### config.mk
export PLATFORM = sky130hd
export DESIGN_NAME = fxmm_engine
export DESIGN_NICKNAME = d
export VERILOG_FILES = /design/src/rtl/fxmm_pkg.sv /design/src/rtl/fxmm_store.sv /design/src/rtl/fxmm_ctrl.sv /design/src/rtl/fxmm_window.sv /design/src/rtl/fxmm_engine.sv
export SDC_FILE = /design/constraint.sdc
export NUM_CORES = 2
export LEC_CHECK = 0
export BUFFER_PORTS_ARGS = -buffer_cell sky130_fd_sc_hd__buf_2
export CAP_MARGIN = 20
export CORE_ASPECT_RATIO = 1.1
export CORE_MARGIN = 1.5
export CORE_UTILIZATION = 39
export CTS_BUF_LIST = sky130_fd_sc_hd__clkbuf_16
export DETAILED_ROUTE_END_ITERATION = 8
export PLACE_DENSITY_LB_ADDON = 0.08
export SLEW_MARGIN = 40
export SYNTH_ARGS = -nofsm -noshare
export SYNTH_HDL_FRONTEND = slang
export SYNTH_SLANG_ARGS = --single-unit
### constraint.sdc
create_clock -name clk -period 8.8 [get_ports clk]
set_clock_uncertainty 0.15 [all_clocks]
set_input_delay 1.76 -clock clk [delete_from_list [all_inputs] [get_ports clk]]
set_output_delay 1.76 -clock clk [all_outputs]
set_load 0.02 [all_outputs]
### src/rtl/fxmm_pkg.sv
package fxmm_pkg;
  localparam int DATA_W = 16;
  localparam int ACC_W  = 32;
  localparam int FRAC_W = 5;
  localparam int LO_W   = 8;

  typedef enum logic [2:0] {
    OM_MATCH_A = 3'd0,
    OM_MATCH_B = 3'd1,
    OM_HI_ACC  = 3'd2,
    OM_HI_PROD = 3'd3,
    OM_USER    = 3'd4
  } omode_t;

  // Low accumulator index of the output window: L = R + S - F.
  function automatic logic signed [LO_W-1:0] lo_index(
      input logic [2:0]        mode,
      input logic [FRAC_W-1:0] fa,
      input logic [FRAC_W-1:0] fb,
      input logic [FRAC_W-1:0] fu);
    logic signed [LO_W-1:0] sa, sb, su;
    sa = $signed({{(LO_W-FRAC_W){1'b0}}, fa});
    sb = $signed({{(LO_W-FRAC_W){1'b0}}, fb});
    su = $signed({{(LO_W-FRAC_W){1'b0}}, fu});
    case (mode)
      OM_MATCH_A: lo_index = sb;
      OM_MATCH_B: lo_index = sa;
      OM_HI_PROD: lo_index = LO_W'(ACC_W - DATA_W - 1);
      OM_USER:    lo_index = sa + sb - su;
      default:    lo_index = LO_W'(ACC_W - DATA_W);
    endcase
  endfunction
endpackage

### src/rtl/fxmm_store.sv
module fxmm_store #(
  parameter int DATA_W = 16,
  parameter int AW     = 6
) (
  input  logic              clk,
  input  logic              we,
  input  logic [AW-1:0]     waddr,
  input  logic [DATA_W-1:0] wdata,
  input  logic [AW-1:0]     raddr,
  output logic [DATA_W-1:0] rdata
);
  localparam int DEPTH = 1 << AW;

  logic [DATA_W-1:0] mem [DEPTH];

  always_ff @(posedge clk) begin
    if (we) mem[waddr] <= wdata;
    rdata <= mem[raddr];
  end
endmodule

### src/rtl/fxmm_ctrl.sv
module fxmm_ctrl #(
  parameter int MAX_DIM = 8,
  parameter int IDX_W   = 3,
  parameter int DIM_W   = 4
) (
  input  logic             clk,
  input  logic             rst,
  input  logic             start,
  input  logic [DIM_W-1:0] dim_m,
  input  logic [DIM_W-1:0] dim_n,
  input  logic [DIM_W-1:0] dim_p,
  output logic             launch,
  output logic             busy,
  output logic             err,
  output logic [IDX_W-1:0] rd_i,
  output logic [IDX_W-1:0] rd_k,
  output logic [IDX_W-1:0] rd_j,
  output logic             mac_v,
  output logic             mac_first,
  output logic             mac_last
);
  localparam logic [DIM_W-1:0] DMAX = DIM_W'(MAX_DIM);
  localparam logic [DIM_W-1:0] ONE  = DIM_W'(1);

  logic             dims_ok;
  logic [DIM_W-1:0] m_l, n_l, p_l;
  logic [IDX_W-1:0] ci, ck, cj;
  logic             iss_act, k_end, j_end, i_end;
  logic             v1, first1, last1, fin1;
  logic             busy_q, err_q;

  assign dims_ok = (dim_m != '0) && (dim_m <= DMAX) &&
                   (dim_n != '0) && (dim_n <= DMAX) &&
                   (dim_p != '0) && (dim_p <= DMAX);
  assign launch  = start && !busy_q && dims_ok;

  assign k_end = (DIM_W'(ck) == n_l - ONE);
  assign j_end = (DIM_W'(cj) == p_l - ONE);
  assign i_end = (DIM_W'(ci) == m_l - ONE);

  always_ff @(posedge clk) begin
    if (rst) begin
      m_l <= '0; n_l <= '0; p_l <= '0;
      ci <= '0; ck <= '0; cj <= '0;
      iss_act <= 1'b0;
      v1 <= 1'b0; first1 <= 1'b0; last1 <= 1'b0; fin1 <= 1'b0;
      busy_q <= 1'b0; err_q <= 1'b0;
    end else begin
      v1     <= iss_act;
      first1 <= iss_act && (ck == '0);
      last1  <= iss_act && k_end;
      fin1   <= iss_act && k_end && j_end && i_end;
      if (iss_act) begin
        if (!k_end) ck <= ck + 1'b1;
        else begin
          ck <= '0;
          if (!j_end) cj <= cj + 1'b1;
          else begin
            cj <= '0;
            if (!i_end) ci <= ci + 1'b1;
            else iss_act <= 1'b0;
          end
        end
      end
      if (fin1) busy_q <= 1'b0;
      if (launch) begin
        m_l <= dim_m; n_l <= dim_n; p_l <= dim_p;
        ci <= '0; ck <= '0; cj <= '0;
        iss_act <= 1'b1;
        busy_q  <= 1'b1;
        err_q   <= 1'b0;
      end else if (start && !busy_q && !dims_ok) begin
        err_q <= 1'b1;
      end
    end
  end

  assign busy      = busy_q;
  assign err       = err_q;
  assign rd_i      = ci;
  assign rd_k      = ck;
  assign rd_j      = cj;
  assign mac_v     = v1;
  assign mac_first = first1;
  assign mac_last  = last1;


  err_idle_chk: assert property (@(posedge clk) disable iff (rst)
    err_q |-> !busy_q);


  mac_idle_chk: assert property (@(posedge clk) disable iff (rst)
    v1 |-> busy_q);
endmodule

### src/rtl/fxmm_window.sv
module fxmm_window #(
  parameter int ACC_W = 32,
  parameter int OUT_W = 16,
  parameter int LO_W  = 8
) (
  input  logic [ACC_W-1:0]       acc,
  input  logic signed [LO_W-1:0] lo,
  output logic [OUT_W-1:0]       win
);
  logic [LO_W-1:0]  amt_l, amt_r;
  logic [ACC_W-1:0] sh;

  assign amt_l = $unsigned(-lo);
  assign amt_r = $unsigned(lo);

  always_comb begin
    if (lo[LO_W-1]) sh = acc << amt_l;
    else            sh = $unsigned($signed(acc) >>> amt_r);
  end

  assign win = sh[OUT_W-1:0];
endmodule

### src/rtl/fxmm_engine.sv
module fxmm_engine
  import fxmm_pkg::*;
#(
  parameter int MAX_DIM = 8,
  parameter int IDX_W   = $clog2(MAX_DIM),
  parameter int DIM_W   = IDX_W + 1
) (
  input  logic              clk,
  input  logic              rst,
  input  logic              wr_en,
  input  logic              wr_sel,
  input  logic [IDX_W-1:0]  wr_row,
  input  logic [IDX_W-1:0]  wr_col,
  input  logic [DATA_W-1:0] wr_data,
  input  logic              start,
  input  logic [DIM_W-1:0]  dim_m,
  input  logic [DIM_W-1:0]  dim_n,
  input  logic [DIM_W-1:0]  dim_p,
  input  logic [FRAC_W-1:0] frac_a,
  input  logic [FRAC_W-1:0] frac_b,
  input  logic [2:0]        out_mode,
  input  logic [FRAC_W-1:0] frac_out,
  output logic              busy,
  output logic              err,
  output logic              out_valid,
  output logic [DATA_W-1:0] out_data
);
  localparam int AW = 2 * IDX_W;

  logic             launch;
  logic [IDX_W-1:0] rd_i, rd_k, rd_j;
  logic             mac_v, mac_first, mac_last;
  logic [DATA_W-1:0] a_q, b_q;
  logic             a_we, b_we;
  logic signed [ACC_W-1:0] prod;
  logic [ACC_W-1:0] acc, acc_next;
  logic signed [LO_W-1:0] lo_l;
  logic [DATA_W-1:0] win;

  fxmm_ctrl #(.MAX_DIM(MAX_DIM), .IDX_W(IDX_W), .DIM_W(DIM_W)) ctrl_i (
    .clk(clk), .rst(rst), .start(start),
    .dim_m(dim_m), .dim_n(dim_n), .dim_p(dim_p),
    .launch(launch), .busy(busy), .err(err),
    .rd_i(rd_i), .rd_k(rd_k), .rd_j(rd_j),
    .mac_v(mac_v), .mac_first(mac_first), .mac_last(mac_last)
  );

  assign a_we = wr_en && !busy && !wr_sel;
  assign b_we = wr_en && !busy &&  wr_sel;

  // Address {row, col} assumes MAX_DIM is a power of two.
  fxmm_store #(.DATA_W(DATA_W), .AW(AW)) a_store_i (
    .clk(clk), .we(a_we), .waddr({wr_row, wr_col}), .wdata(wr_data),
    .raddr({rd_i, rd_k}), .rdata(a_q)
  );

  fxmm_store #(.DATA_W(DATA_W), .AW(AW)) b_store_i (
    .clk(clk), .we(b_we), .waddr({wr_row, wr_col}), .wdata(wr_data),
    .raddr({rd_k, rd_j}), .rdata(b_q)
  );

  assign prod     = ACC_W'($signed(a_q)) * ACC_W'($signed(b_q));
  assign acc_next = (mac_first ? '0 : acc) + $unsigned(prod);

  fxmm_window #(.ACC_W(ACC_W), .OUT_W(DATA_W), .LO_W(LO_W)) window_i (
    .acc(acc_next), .lo(lo_l), .win(win)
  );

  always_ff @(posedge clk) begin
    if (rst) begin
      acc       <= '0;
      lo_l      <= '0;
      out_valid <= 1'b0;
      out_data  <= '0;
    end else begin
      if (launch) lo_l <= lo_index(out_mode, frac_a, frac_b, frac_out);
      if (mac_v) acc <= acc_next;
      out_valid <= mac_v && mac_last;
      if (mac_v && mac_last) out_data <= win;
    end
  end


  busy_fall_chk: assert property (@(posedge clk) disable iff (rst)
    $fell(busy) |-> out_valid);


  valid_busy_chk: assert property (@(posedge clk) disable iff (rst)
    out_valid |-> $past(busy));


  cfg_hold_chk: assert property (@(posedge clk) disable iff (rst)
    (busy && $past(busy)) |-> $stable(lo_l));


  acc_first_chk: assert property (@(posedge clk) disable iff (rst)
    $past(mac_v && mac_first) |-> (acc == $unsigned($past(prod))));
endmodule

* Word-level counts from Yosys, hierarchy flattened
Memories as Yosys holds them, arrays and structs flattened. A register that Yosys moved wholly into a read port is not among the register bits.
Index checks and enable logic that the tools add are counted.
W data, S select, Z words.
** Cells by class
- Reduce and logical (&&, ||, !) cells :: 28
- Add/sub/neg operators :: 10
- Multiply operators :: 1
- Equal/unequal tests :: 6
- Bitwise logic cells :: 1
- Mux-type cells :: 16
- Shift-type cells :: 2
- Order comparisons :: 3
** Operator list (number)
- $add A32 B32 Y32 :: 1
- $mul A16 B16 Y32 :: 1
- $mux W32 :: 1
- $pmux W8 S4 :: 1
- $shl A32 B8 Y16 :: 1
- $sshr A32 B8 Y16 :: 1
- $logic_and A1 B1 Y1 :: 16
- $mux W16 :: 1
- $eq A3 B4 Y1 :: 3
- $le A4 B4 Y1 const B :: 3
- $reduce_bool A4 Y1 :: 3
- $sub A4 B1 Y4 const B :: 3
- $mux W1 :: 11
- $add A3 B1 Y3 const B :: 3
- $neg A8 Y8 :: 1
- $sub A6 B5 Y7 :: 1
- $add A5 B5 Y6 :: 1
- $logic_not A3 Y1 :: 2
- $mux W3 :: 2
- $reduce_and A4 Y1 :: 1
- $eq A3 B1 Y1 const B :: 1
- $eq A3 B2 Y1 const B :: 1
- $eq A3 B3 Y1 const B :: 1
- $logic_not A1 Y1 :: 3
- other kinds (4) :: 4
** Word-level totals
- Word-level logic and storage cells :: 86
- Memory bits (writable) :: 2048
- Memories :: 2
- Register bits :: 85
- Output and inout bits :: 19
- Input port bits :: 57
** Memory list
- a_store_i.mem :: words 64, bits a word 16, read ports 1, clocked after Yosys merged registers in 1, wr ports 1, RTL line fxmm_store.sv:14 : logic [DATA_W-1:0] mem [DEPTH];
- b_store_i.mem :: words 64, bits a word 16, read ports 1, clocked after Yosys merged registers in 1, wr ports 1, RTL line fxmm_store.sv:14

* Longest topological paths before layout
- Depth after elaboration :: 8
- Depth in mapped cells :: 28
- Mapped depth without buffers :: 25

* Modules after synthesis
From an unflattened synthesis, not the netlist that was laid out.
** Second synthesis, totals
- Cell total of the unflattened synthesis :: 5709
- Area total of the unflattened synthesis :: 98245.5 um2
** By module, submodules not included
- fxmm_store :: cells each 1829, instances 2, sequential area each 31069.8 um2, area an instance 40042.2 um2
- fxmm_engine :: cells each 1541, instances 1, sequential area each 1121.1 um2, area an instance 13696.9 um2
- fxmm_window :: cells each 356, instances 1, sequential area each 0.0 um2, area an instance 3026.7 um2
- fxmm_ctrl :: cells each 154, instances 1, sequential area each 560.5 um2, area an instance 1437.6 um2

* Worst setup path before layout
Ideal clock, no wire load.
- Path type :: register to register
- Start point :: register a_store_i.rdata[15] (read register of a_store_i.mem)
- End point :: register out_data[15]
- Stages on the path, launching flop included :: 24
- Library setup time :: 0.134 ns
- Arrival :: 6.968 ns
- Slack :: 1.547 ns
- Path buffers :: 2
- Clock period less this slack :: 7.253 ns
- Data required time :: 8.516 ns
- Path through :: dfxtp_1 -> clkbuf_1 -> and2_1 -> fa_1 -> inv_1 -> fa_1 -> inv_1 -> fa_1 -> inv_1 -> fa_1 -> fa_1 -> fa_1 -> inv_1 -> ha_1 -> nand3_2 -> or4_1 -> buf_2 -> o21ai_2 -> xor2_1 -> mux4_2 -> and2_1 -> a311o_1 -> a2111oi_2 -> a211oi_1
** Between the ends
- Cells in the longest elaborated chain, start to end :: 4
- Elaborated cells on any way between the ends :: 5
- Classes of those cells :: add/sub: 1; mul: 1; shift: 2; mux: 1
** RTL lines
- start: declaration :: RTL line fxmm_store.sv:10 : output logic [DATA_W-1:0] rdata
- $mul A16 B16 Y32 (*) :: RTL line fxmm_engine.sv:62 : assign prod = ACC_W'($signed(a_q)) * ACC_W'($signed(b_q));
- $add A32 B32 Y32 (*) :: RTL line fxmm_engine.sv:63 : assign acc_next = (mac_first ? '0 : acc) + $unsigned(prod);
- $sshr A32 B8 Y16 / $shl A32 B8 Y16 (equally long branches) :: RTL line fxmm_window.sv:18, fxmm_window.sv:17
- $mux W16 (*) :: RTL line fxmm_window.sv:17 : if (lo[LO_W-1]) sh = acc << amt_l;
- end signal: assignment :: RTL line fxmm_engine.sv:79 : if (mac_v && mac_last) out_data <= win;
- end: declaration :: RTL line fxmm_engine.sv:26 : output logic [DATA_W-1:0] out_data
Every way passes the cells marked *; elsewhere a longest branch is shown, timed or not.
A chain may end at the register's enable or synchronous reset.

* Worst setup path in the final report
- Start point :: register b_store_i.rdata[1] (read register of b_store_i.mem)
- End point :: register out_data[15]
** Between the ends
- Cells in the longest elaborated chain, start to end :: 4
- Elaborated cells on any way between the ends :: 5
- Classes of those cells :: add/sub: 1; mul: 1; shift: 2; mux: 1
** RTL lines (RTL line)
- start: declaration :: fxmm_store.sv:10
- $mul A16 B16 Y32 (*) :: fxmm_engine.sv:62
- $add A32 B32 Y32 (*) :: fxmm_engine.sv:63
- $sshr A32 B8 Y16 / $shl A32 B8 Y16 (equally long branches) :: fxmm_window.sv:18, fxmm_window.sv:17
- $mux W16 (*) :: fxmm_window.sv:17
Marks and branches as above.

==> flow_metrics.py <==
metrics = {
    "drt": {
        "viasPerCell": 5.51,
        "wl_per_cell_um": 29.0,
        "drtIter0Drc": 4295,
        "routed_wirelength_mm": 261,
        "drc": 0,
        "postRouteAntennaNets": 0,
        "drtPass1Iterations": 5,
        "dr_total_vias": 49500,
    },
    "timing": {
        "tightest_slew_ps": 903,
        "setup_viol": 0,
        "maxSlewViolCount": 0,
        "holdWs_ps": 312,
        "final_period_minus_worst_setup_slack_ps": 7920,
        "rsz0062_at_grt": "no",
        "fin_crit_sh_pct": 90.0,
        "fmax_mhz": 126,
        "relSlewSlack_pct": 38.8,
        "finalWorstSetupSlack_ps": 876,
        "tns_ps": 0,
        "finalHoldViolCount": 0,
    },
    "global_routing": {
        "grt_pass1_wl_mm": 380,
        "grt_max_degree": 97,
        "overflow": 0,
        "antenna_found_initial": 21,
        "grt.total_usage_pct": 20.8,
        "grt_pass1_vias": 51700,
    },
    "placed_design": {
        "dp_hpwl_mm": 165,
        "dpl_cell_area_um2": 103000,
        "port_buffers": 75,
        "place_ws_ps": 885,
        "gp_congestion": 0.871,
        "dp.cells": 8548,
    },
    "power": {
        "pwr-share-clk_pct": 27.9,
        "intPower_mw": 21.1,
        "power_frac_seq_pct": 34.5,
        "leakage_nw": 36.0,
        "switching_share_pct": 36.0,
        "power.density_nw_per_um2": 300,
        "combPwrFrac_pct": 37.6,
        "p_switching_mw": 11.9,
        "finalPower_mw": 32.9,
        "irDropWorstVdd_uv": 566,
    },
    "layout": {
        "fin_cells": 8984,
        "finish.utilization_pct": 44.5,
        "nets": 5973,
        "final_layout_size_suffix_gt1_share_pct": 24.7,
        "syn_to_final_growth_pct": 13.3,
        "design_area_um2": 110000,
    },
    "logic_synthesis": {
        "ys_types": 91,
        "syn_area_um2": 96900,
        "yosys-top-cells-area": "edfxtp_1 (63%), mux4_2 (16%), fa_1 (6.1%)",
        "synth_top_area_share_pct": 63.5,
        "ys_warn_count": 0,
        "yosys_register_bits": 2164,
        "synth_cells": 5272,
        "syn_avg_cell_area_um2": 18.4,
        "ys_seq_area_share_pct": 65.8,
        "syn-num-nets": 5738,
        "async_reset_ff_share_pct": 0,
        "yosys.area.top_type": "edfxtp_1",
        "synth_edf_count": 2048,
        "synthFlopType": "edfxtp_1",
    },
    "setup_path": {
        "r2r_slack_ps": 880,
        "end_kind": "flop",
        "cp.arrival_ps": 8490,
        "max_stage_delay_ps": 700,
        "slowest_stage": "dfxtp_1",
        "crit_type": "reg2reg",
        "crit_chain": "nand2_1 > inv_1 > fa_1 > fa_1 > inv_1 > fa_1 > inv_1 > fa_1 > fa_1 > inv_1 > fa_1 > inv_1 > ha_1 > nand3_2 > or4_1 > o21ai_2 > xor2_1 > mux4_2 > and2_1 > a311o_1 > a2111oi_2 > a211oi_1",
        "path_common_cell": "fa_1",
        "cp_max_fo": 16,
        "path_buf_inv": 5,
        "cp_data_required_time_ps": 9370,
        "cp_top_family": "adder cells",
        "cp-start-kind": "flop",
    },
    "clocking": {
        "cts_max_level": 4,
        "cts_hold_buf": 0,
        "clock_path_buffers": 4,
        "root_buffer": "clkbuf_16",
        "clk_latency_ps": 920,
        "path_clk_slew_ps": 60,
        "cts_tree": "built",
        "cts_made_buffers": 233,
        "post_cts_resized": 0,
        "post_cts_buffers": 0,
        "cts.sinks": 2164,
    },
    "die": {
        "die_width_um": 478,
        "initial_core_util_pct": 39.3,
        "io_pins": 76,
        "core_um2": 247000,
        "die-area_um2": 252000,
        "rows": 191,
        "die_h_um": 526,
    },
    "run_status": {
        "status": "complete, no violations",
    },
    "flow_run": {
        "max_cap_violations": 0,
    },
    "worst_hold_path": {
        "hold_class": "reg2reg",
    },
}
-- routing by layer --
metal / GRT usage, % / routed length [um] / vias to the layer above
li1: - / - / 21100
met1: 31.2 / 122000 / 26900
met2: 32.4 / 122000 / 1196
met3: 2.28 / 10800 / 336
met4: 4.94 / 5690 / 4
met5: 0 / 27 / -
-- area by class of cell --
type,instances,area [um2]
Multi-Input combinational cell,2440,31000
Fill cell,21500,137000
Clock inverter,188,1190
Inverter,392,1480
Tap cell,3281,4110
Sequential cell,2164,63900
Antenna cell,9,22.5
Clock buffer,234,5860
Timing Repair Buffer,276,2290
-- worst paths after layout --
| kind | end | cells after the start | startpoint |
|---|---|---|---|
| hold reg to reg | ctrl_i.err | 2 | ctrl_i.err |
| hold / removal | ctrl_i.err | 2 | ctrl_i.err |
| setup / recovery | out_data[15] | 22 | b_store_i.rdata[1] |
| setup reg to reg | out_data[15] | 22 | b_store_i.rdata[1] |
-- synth_stat cells, types with 5 or more instances --
cell type,count
edfxtp_1,2048
mux4_2,684
inv_1,389
nor2_1,300
fa_1,297
nand2_1,225
clkbuf_1,195
and2_1,135
dfxtp_1,116
ha_1,112
buf_1,70
mux2i_1,62
a21oi_1,61
o21ai_0,48
nor3_1,40
nand3_1,39
nor2b_1,38
xnor2_1,34
a211oi_1,31
xor2_1,29
nand2b_1,19
o211ai_1,19
a31oi_1,16
a21o_1,13
and3_1,13
o22ai_1,13
o221ai_1,12
a221oi_1,11
buf_2,10
or3_1,10
a311oi_1,9
nor4_1,9
o31ai_1,9
a211o_1,8
a22oi_1,7
nand4_1,7
o21a_1,7
o31a_1,7
nand3b_1,6
a2111oi_0,5
mux2_2,5
o311ai_0,5
o32ai_1,5
or2_2,5
-- worst reg2reg max path, delay by kind of cell (launching register included) --
family | cells | cell delay (ps)
xor+xnor | 1 | 190
flops | 1 | 700
simple gates | 4 | 1200
fa+ha+maj | 7 | 3480
compound gates | 4 | 1200
mux | 1 | 510
buf+inv | 5 | 370
-- power by group through the flow --
stage	Clock, mW	Sequential, mW	Combinational, mW
5_1_grt	9.81	11.4	13.5
3_3_place_gp	0	11.6	12.2
2_1_floorplan	0	11.5	8.58
6_report	9.19	11.4	12.4
4_1_cts	9.44	11.4	12.2
3_5_place_dp	0	11.6	12.2
-- registers in the layout, indices dropped and copies added, names as in the netlist, 3 cells and up --
name	count
a_store_i.rdata	16
ctrl_i.rd_k	3
lo_l	7
ctrl_i.n_l	4
ctrl_i.p_l	4
b_store_i.mem	1024
ctrl_i.m_l	4
ctrl_i.rd_j	3
b_store_i.rdata	16
ctrl_i.rd_i	3
a_store_i.mem	1024
acc	32
out_data	16
-- cells by family (layout without fill, tap and decap cells) --
| logic type | count (synthesis) | after routing | share of synthesized area (%) |
|---|---|---|---|
| adders and majority gates | 409 | 409 | 7.58 |
| AOI/OAI and AO/OA | 352 | 352 | 2.62 |
| xor gates and xnor gates | 63 | 63 | 0.569 |
| buffers and inverters | 668 | 1090 | 2.60 |
| and+or+nand+nor | 865 | 865 | 4.18 |
| other | 0 | 9 | 0 |
| DFF | 2164 | 2164 | 65.8 |
| muxes | 751 | 751 | 16.6 |
-- cell usage in the layout, fill, tap and decap left out, drive strengths merged, types with 10 or more instances in the layout --
cell type,netlist,layout
a211oi,33,33
a21o,13,13
a21oi,65,65
a221oi,11,11
a311oi,10,10
a31oi,17,17
and2,135,135
and3,14,14
buf,81,276
bufinv,0,13
clkbuf,195,234
clkinv,1,117
dfxtp,116,116
edfxtp,2048,2048
fa,297,297
ha,112,112
inv,391,444
mux2i,62,62
mux4,684,684
nand2,225,225
nand2b,19,19
nand3,40,40
nor2,300,300
nor2b,38,38
nor3,40,40
o211ai,21,21
o21ai,53,53
o221ai,12,12
o22ai,13,13
o31ai,10,10
or3,10,10
xnor2,34,34
xor2,29,29
No activity file was read; power rests on OpenSTA's default activity.
